<file path="config.mk">
export PLATFORM = sky130hd
export DESIGN_NAME = ea_unit
export DESIGN_NICKNAME = d
export VERILOG_FILES = /design/src/rtl/ea_pkg.sv /design/src/rtl/ea_offset_add.sv /design/src/rtl/ea_ptr_addr.sv /design/src/rtl/ea_unit.sv
export SDC_FILE = /design/constraint.sdc
export NUM_CORES = 1
export LEC_CHECK = 0
export ABC_AREA = 1
export BUFFER_PORTS_ARGS = -buffer_cell sky130_fd_sc_hd__buf_2
export CORE_ASPECT_RATIO = 0.9
export CORE_MARGIN = 4
export CORE_UTILIZATION = 55
export DETAILED_ROUTE_END_ITERATION = 7
export GPL_ROUTABILITY_DRIVEN = 0
export PLACE_DENSITY = 0.77
export SLEW_MARGIN = 20
export SYNTH_ARGS = -nofsm -noshare
export SYNTH_HDL_FRONTEND = slang
export SYNTH_SLANG_ARGS = --single-unit
</file>
<file path="constraint.sdc">
create_clock -name clk -period 4 [get_ports clk]
set_input_delay 0.2 -clock clk [delete_from_list [all_inputs] [get_ports clk]]
set_output_delay 0.2 -clock clk [all_outputs]
set_load 0.05 [all_outputs]
</file>
<file path="src/rtl/ea_pkg.sv">
package ea_pkg;
  typedef enum logic [4:0] {
    M_IMPL    = 5'd0,
    M_IMPL_X  = 5'd1,
    M_IMPL_Y  = 5'd2,
    M_ACC     = 5'd3,
    M_IMM     = 5'd4,
    M_ZP      = 5'd5,
    M_ZPX     = 5'd6,
    M_ZPY     = 5'd7,
    M_REL     = 5'd8,
    M_ABS     = 5'd9,
    M_ABSX    = 5'd10,
    M_ABSX_W  = 5'd11,
    M_ABSY    = 5'd12,
    M_IND     = 5'd13,
    M_ZPX_IND = 5'd14,
    M_ZP_INDY = 5'd15,
    M_IND_FIX = 5'd16,
    M_ZP_IND  = 5'd17,
    M_ABSX_IND= 5'd18,
    M_ZP_REL  = 5'd19
  } ea_mode_e;

  localparam logic [4:0] MODE_MAX = 5'd19;

  typedef enum logic [1:0] {S_IDLE, S_WAIT_LO, S_WAIT_HI} ea_state_e;
endpackage

</file>
<file path="src/rtl/ea_offset_add.sv">
module ea_offset_add #(
  parameter int DW = 8
) (
  input  logic [2*DW-1:0] base,
  input  logic [DW-1:0]   off,
  input  logic            sgn,
  output logic [2*DW-1:0] sum,
  output logic            crossed
);
  localparam int AW = 2 * DW;

  logic [AW-1:0] ext;

  always_comb begin
    ext     = sgn ? {{DW{off[DW-1]}}, off} : {{DW{1'b0}}, off};
    sum     = base + ext;
    crossed = (sum[AW-1:DW] != base[AW-1:DW]);
  end
endmodule

</file>
<file path="src/rtl/ea_ptr_addr.sv">
module ea_ptr_addr
  import ea_pkg::*;
#(
  parameter int DW = 8
) (
  input  logic [4:0]      mode,
  input  logic [DW-1:0]   op_lo,
  input  logic [DW-1:0]   op_hi,
  input  logic [DW-1:0]   idx_x,
  output logic            need_ptr,
  output logic [2*DW-1:0] lo_addr,
  output logic [2*DW-1:0] hi_addr
);
  localparam int AW = 2 * DW;

  logic [DW-1:0] zp_ix, zp_ix_n, zp_n, lo_n;
  logic [AW-1:0] abs_a, abs_ix;

  always_comb begin
    zp_ix   = op_lo + idx_x;
    zp_ix_n = zp_ix + 1'b1;
    zp_n    = op_lo + 1'b1;
    lo_n    = op_lo + 1'b1;
    abs_a   = {op_hi, op_lo};
    abs_ix  = abs_a + {{DW{1'b0}}, idx_x};
    need_ptr = 1'b1;
    lo_addr  = '0;
    hi_addr  = '0;
    case (mode)
      M_ZPX_IND: begin
        lo_addr = {{DW{1'b0}}, zp_ix};
        hi_addr = {{DW{1'b0}}, zp_ix_n};
      end
      M_ZP_INDY, M_ZP_IND: begin
        lo_addr = {{DW{1'b0}}, op_lo};
        hi_addr = {{DW{1'b0}}, zp_n};
      end
      M_IND: begin
        lo_addr = abs_a;
        hi_addr = {op_hi, lo_n};
      end
      M_IND_FIX: begin
        lo_addr = abs_a;
        hi_addr = abs_a + 1'b1;
      end
      M_ABSX_IND: begin
        lo_addr = abs_ix;
        hi_addr = abs_ix + 1'b1;
      end
      default: need_ptr = 1'b0;
    endcase
  end
endmodule

</file>
<file path="src/rtl/ea_unit.sv">
module ea_unit
  import ea_pkg::*;
#(
  parameter int DW = 8,
  localparam int AW = 2 * DW
) (
  input  logic          clk,
  input  logic          rst,
  input  logic          start,
  input  logic [4:0]    mode,
  input  logic          is_write,
  input  logic [DW-1:0] op_lo,
  input  logic [DW-1:0] op_hi,
  input  logic [DW-1:0] idx_x,
  input  logic [DW-1:0] idx_y,
  input  logic [AW-1:0] pc,
  output logic          rd_req,
  output logic [AW-1:0] rd_addr,
  input  logic          rd_valid,
  input  logic [DW-1:0] rd_data,
  output logic          done,
  output logic [AW-1:0] ea,
  output logic          page_cross,
  output logic          bad_mode
);
  ea_state_e     state;
  logic [4:0]    mode_q;
  logic          wr_q;
  logic [DW-1:0] y_q, lo_q;
  logic [AW-1:0] hi_addr_q;

  // pointer addresses from the raw inputs
  logic          need_ptr;
  logic [AW-1:0] p_lo, p_hi;

  ea_ptr_addr #(.DW(DW)) u_ptr (
    .mode(mode), .op_lo(op_lo), .op_hi(op_hi), .idx_x(idx_x),
    .need_ptr(need_ptr), .lo_addr(p_lo), .hi_addr(p_hi)
  );

  // direct path operand selection
  logic [AW-1:0] d_base, d_plain;
  logic [DW-1:0] d_off, zp_x, zp_y;
  logic          d_sgn, d_use_add, d_fe, d_bad;

  always_comb begin
    zp_x      = op_lo + idx_x;
    zp_y      = op_lo + idx_y;
    d_base    = {op_hi, op_lo};
    d_off     = '0;
    d_sgn     = 1'b0;
    d_use_add = 1'b0;
    d_fe      = 1'b0;
    d_plain   = '0;
    d_bad     = (mode > MODE_MAX);
    case (mode)
      M_ZP:  d_plain = {{DW{1'b0}}, op_lo};
      M_ZPX: d_plain = {{DW{1'b0}}, zp_x};
      M_ZPY: d_plain = {{DW{1'b0}}, zp_y};
      M_ABS: d_plain = {op_hi, op_lo};
      M_ABSX, M_ABSX_W: begin
        d_off = idx_x; d_use_add = 1'b1; d_fe = 1'b1;
      end
      M_ABSY: begin
        d_off = idx_y; d_use_add = 1'b1; d_fe = 1'b1;
      end
      M_REL: begin
        d_base = pc; d_off = op_lo; d_sgn = 1'b1; d_use_add = 1'b1; d_fe = 1'b1;
      end
      M_ZP_REL: begin
        d_base = pc; d_off = op_hi; d_sgn = 1'b1; d_use_add = 1'b1;
      end
      default: d_plain = '0;
    endcase
  end

  logic [AW-1:0] d_sum;
  logic          d_cross;

  ea_offset_add #(.DW(DW)) u_dadd (
    .base(d_base), .off(d_off), .sgn(d_sgn), .sum(d_sum), .crossed(d_cross)
  );

  // pointer path: final pointer plus optional Y
  logic [AW-1:0] p_sum;
  logic          p_cross;
  logic          p_add_y;

  assign p_add_y = (mode_q == M_ZP_INDY);

  ea_offset_add #(.DW(DW)) u_padd (
    .base({rd_data, lo_q}), .off(p_add_y ? y_q : '0), .sgn(1'b0),
    .sum(p_sum), .crossed(p_cross)
  );

  logic keep_now, keep_q;
  assign keep_now = !is_write || (mode == M_ABSX_W);
  assign keep_q   = !wr_q || (mode_q == M_ABSX_W);

  always_ff @(posedge clk) begin
    if (rst) begin
      state      <= S_IDLE;
      mode_q     <= '0;
      wr_q       <= 1'b0;
      y_q        <= '0;
      lo_q       <= '0;
      hi_addr_q  <= '0;
      rd_req     <= 1'b0;
      rd_addr    <= '0;
      done       <= 1'b0;
      ea         <= '0;
      page_cross <= 1'b0;
      bad_mode   <= 1'b0;
    end else begin
      done   <= 1'b0;
      rd_req <= 1'b0;
      case (state)
        S_IDLE: if (start) begin
          mode_q <= mode;
          wr_q   <= is_write;
          y_q    <= idx_y;
          if (need_ptr) begin
            rd_req    <= 1'b1;
            rd_addr   <= p_lo;
            hi_addr_q <= p_hi;
            state     <= S_WAIT_LO;
          end else begin
            done       <= 1'b1;
            bad_mode   <= d_bad;
            ea         <= d_bad ? '0 : (d_use_add ? d_sum : d_plain);
            page_cross <= !d_bad && d_use_add && d_fe && d_cross && keep_now;
          end
        end
        S_WAIT_LO: if (rd_valid) begin
          lo_q    <= rd_data;
          rd_req  <= 1'b1;
          rd_addr <= hi_addr_q;
          state   <= S_WAIT_HI;
        end
        S_WAIT_HI: if (rd_valid) begin
          done       <= 1'b1;
          bad_mode   <= 1'b0;
          ea         <= p_sum;
          page_cross <= p_add_y && p_cross && keep_q;
          state      <= S_IDLE;
        end
        default: state <= S_IDLE;
      endcase
    end
  end

  // modes without a pointer finish on the next edge
  a_r1_direct_one_cycle: assert property (@(posedge clk) disable iff (rst)
    (state == S_IDLE && start && !need_ptr) |=> done);

  // zero-page modes stay in page zero
  a_r2_zp_page_zero: assert property (@(posedge clk) disable iff (rst)
    (done && (mode_q == M_ZP || mode_q == M_ZPX || mode_q == M_ZPY))
      |-> (ea[AW-1:DW] == '0));

  // combined zero-page branch never flags
  a_r5_zprel_no_flag: assert property (@(posedge clk) disable iff (rst)
    (done && mode_q == M_ZP_REL) |-> !page_cross);

  // zero-page pointer reads never leave page zero
  a_r6_ptr_in_zp: assert property (@(posedge clk) disable iff (rst)
    (rd_req && (mode_q == M_ZPX_IND || mode_q == M_ZP_INDY || mode_q == M_ZP_IND))
      |-> (rd_addr[AW-1:DW] == '0));

  // writes report no flag except the index-write mode
  a_r10_write_clears: assert property (@(posedge clk) disable iff (rst)
    (done && wr_q && mode_q != M_ABSX_W) |-> !page_cross);

  // bad code gives a zero, unflagged result
  a_r11_bad_clean: assert property (@(posedge clk) disable iff (rst)
    (done && bad_mode) |-> (ea == '0 && !page_cross));

  // requests are single-cycle pulses
  a_r12_req_pulse: assert property (@(posedge clk) disable iff (rst)
    rd_req |=> !rd_req);

  // no request and result in the same cycle
  a_r12_req_not_done: assert property (@(posedge clk) disable iff (rst)
    rd_req |-> !done);
endmodule

</file>
==> impl_metrics.py <==
metrics = {
    "grt": {
        "pin_count_of_the_biggest_net_entering_global_routing": 39,
        "gr-usage-all-layers": 0.313,
        "number_of_global_route_vias_before_repair": 7932,
        "grt_first_pass_wirelength_um": 39000,
        "antenna_found_initial": 0,
        "globalRoute.totalOverflow": 0,
    },
    "die": {
        "design.die.area_um2": 15400,
        "floorplan.die.width_um": 130,
        "core_area_um2": 12900,
        "dieHeight_um": 118,
        "initial_core_util": 0.574,
        "fp-row-count": 39,
        "pin_count": 102,
    },
    "timing": {
        "fmaxAchievable_mhz": 311,
        "tightest_slew_ps": 948,
        "hold_viol_final": 0,
        "tns_setup_ps": 0,
        "slew-limit-headroom": 0.363,
        "fin_ws_ps": 782,
        "final_min_period_over_clock_period": 0.805,
        "finalSetupViolations": 0,
        "timing_max_transition_violations_final": 0,
        "grt_setup_unrepaired": "no",
        "worst_clock_skew_ps": 6.32,
        "fin_crit_ps": 3220,
    },
    "min_path": {
        "hold_path_depth": 2,
        "worst_hold_path_type": "primary input to flip-flop",
    },
    "final_layout": {
        "drive_above_1_share": 0.130,
        "area_overhead_vs_synth_pct": 12.5,
        "multi_input_comb_area_um2": 5120,
        "storage_cell_area_um2": 1520,
        "layout.nets": 1440,
        "layout.cells.non_filler": 1497,
        "antenna-diode-count": 0,
        "finish.utilization": 0.646,
        "filler_cell_count": 1267,
    },
    "run": {
        "cap_viol_max_count": 0,
    },
    "placed_design": {
        "detailed_place_hpwl_um": 19400,
        "dpl.cell_count": 1482,
        "detailedPlace.worstSlack_ps": 485,
        "io_buffers": 101,
    },
    "clock_network": {
        "htreeDepth": 3,
        "cts_hold_repair.buffers": 0,
        "worst_skew_pair.late_latency_ps": 340,
        "cts_resized": 0,
        "ctsLongestPathBuffers": 2,
        "clock_sinks": 76,
        "cts_bufs_inserted": 9,
        "root_buffer": "clkbuf_16",
        "postCtsSetupRepairBufs": 0,
        "tritoncts": "done",
        "clk_pin_slew_ps": 60,
    },
    "pwr": {
        "ir_worst_vdd_v": 0.000301,
        "static-leakage-power_nw": 4.13,
        "post-layout-total-power_mw": 2.54,
        "power-per-cell-area_nw_per_um2": 304,
    },
    "routing": {
        "detailroute.wirelength.met3_um": 2010,
        "drt-wirelength-per-cell_um": 16.4,
        "dr.pass1.iters": 6,
        "vias_after_detailed_routing": 8761,
        "highest-signal-layer": "met4",
        "route.detailed.vias_per_inst": 5.85,
        "drtAntennaViolNets": 0,
        "dr.first_iter.drc_count": 739,
        "met1_length_um": 10000,
        "routed_wirelength_um": 24500,
        "met2_wirelength_um": 11200,
        "drc_errors": 0,
    },
    "setup_path": {
        "path_buf_inv": 4,
        "crit_top_cell": "nand2_1",
        "cp_cell_sequence": "buf_2 -> nor3_2 -> inv_1 -> nor2_1 -> nand2_1 -> o2111ai_1 -> ha_1 -> inv_1 -> fa_1 -> inv_1 -> nand3_1 -> nand2_1 -> nand2_1 -> o21ai_0 -> nand2_1 -> nand3_1 -> nand2_1 -> nand2_1 -> nand3_1 -> nor2_1 -> nand2_1 -> nand2_1 -> a21oi_1",
        "worst-endpoint-arrival_ps": 3450,
        "crit_path_required_time_ps": 4230,
        "critPathMaxFanout": 11,
        "critPathCaptureType": "flip-flop",
        "count_of_cell_instances_traversed_by_the_critical_path": 23,
        "ff2ff_path_depth": 18,
        "path_delay_family": "simple AND/OR/NAND/NOR gates",
        "critical_path.startpoint_type": "primary input",
        "critPathMaxStageDelay_ps": 390,
        "criticalPathCategory": "primary input to flip-flop",
        "crit_path_top_delay_cell": "fa_1",
    },
    "yosys": {
        "synth_edf_count": 0,
        "synth_cells": 1246,
        "synth-async-reset-ratio": 0,
        "ys.flop_type": "dfxtp_1",
        "synth_top_area_share": 0.205,
        "synthesis.area_um2": 7420,
        "netlist_top_cells_area": "dfxtp_1 20%, nand2_1 16%, o21ai_0 9.0%, a21oi_1 8.7%, inv_1 7.8%",
        "synthTopCellsByCount": "311 x nand2_1, 154 x inv_1, 133 x o21ai_0, 129 x a21oi_1, 101 x nand3_1",
        "ys_seq_elements": 76,
        "yosysWarnings": 0,
        "synth_most_common_cell": "nand2_1",
        "post-synth-top-area-cell": "dfxtp_1",
        "postSynthAreaPerCell_um2": 5.96,
        "synthesis.nets": 1357,
        "synth-seq-area-share": 0.205,
        "synth.lib_cells_used.distinct": 49,
    },
    "status": {
        "result_of_the_run": "completed",
    },
}
layout by cell type (no fill, tap or decap), types with 9 or more instances in the layout:
cell,netlist,final
nor2_1,95,95
buf_2,11,101
o21ai_0,133,133
inv_1,154,154
clkbuf_16,0,9
nor3_1,17,17
nand3_1,101,101
a31oi_1,15,15
o2111ai_1,13,13
nand4_1,17,17
ha_1,41,41
nand2_1,311,311
a21oi_1,129,129
dfxtp_1,76,76
metal layers:
metal	GRT usage	vias to the layer above
met5	0	-
met4	0.145	0
met3	0.0595	83
met2	0.514	392
met1	0.395	3941
li1	-	4345
flip-flops by register name (all words and copies together), names as in the netlist:
name,flops
ea,16
hi_addr_q,16
rd_addr,16
lo_q,8
y_q,8
mode_q,5
state,2
bad_mode,1
done,1
page_cross,1
rd_req,1
wr_q,1
metrics by stage:
step | cell area (µm²) | hold slack, ps
2_1_floorplan | 7420 | 269
3_3_place_gp | 8010 | 444
3_5_place_dp | 8010 | 446
4_1_cts | 8350 | 103
5_1_grt | 8350 | 112
6_report | 8350 | 110
final timing paths:
path / start / end / slack (ps)
hold / removal: rst / bad_mode / 110
setup / recovery: mode[4] / page_cross / 780
hold reg to reg: mode_q[4] / mode_q[4] / 450
setup reg to reg: mode_q[2] / ea[14] / 800
final cells by class:
| type | count | share of cell area |
|---|---|---|
| clock buffers | 11 | 0.0291 |
| repair buffers | 108 | 0.0668 |
| clock inverters | 4 | 0.0117 |
| inverters | 162 | 0.0728 |
| flip-flops and latches | 76 | 0.182 |
| well taps | 164 | 0.0246 |
| multi-input cells | 972 | 0.613 |
report_power, final:
group | internal [mW] | switching [mW]
Combinational | 0.223 | 0.553
Clock | 0.623 | 0.305
Sequential | 0.811 | 0.0269
Total | 1.66 | 0.885
kinds of logic (layout without fill, tap and decap cells):
group | Yosys count | count (layout) | synth area share
buffers and inverters | 198 | 285 | 0.106
xor gates and xnor gates | 9 | 9 | 0.0106
AOI/OAI and AO/OA | 332 | 332 | 0.247
DFF | 76 | 76 | 0.205
and+or+nand+nor | 586 | 586 | 0.352
adders and majority gates | 45 | 45 | 0.0799
(Power assumes the default switching activity.)
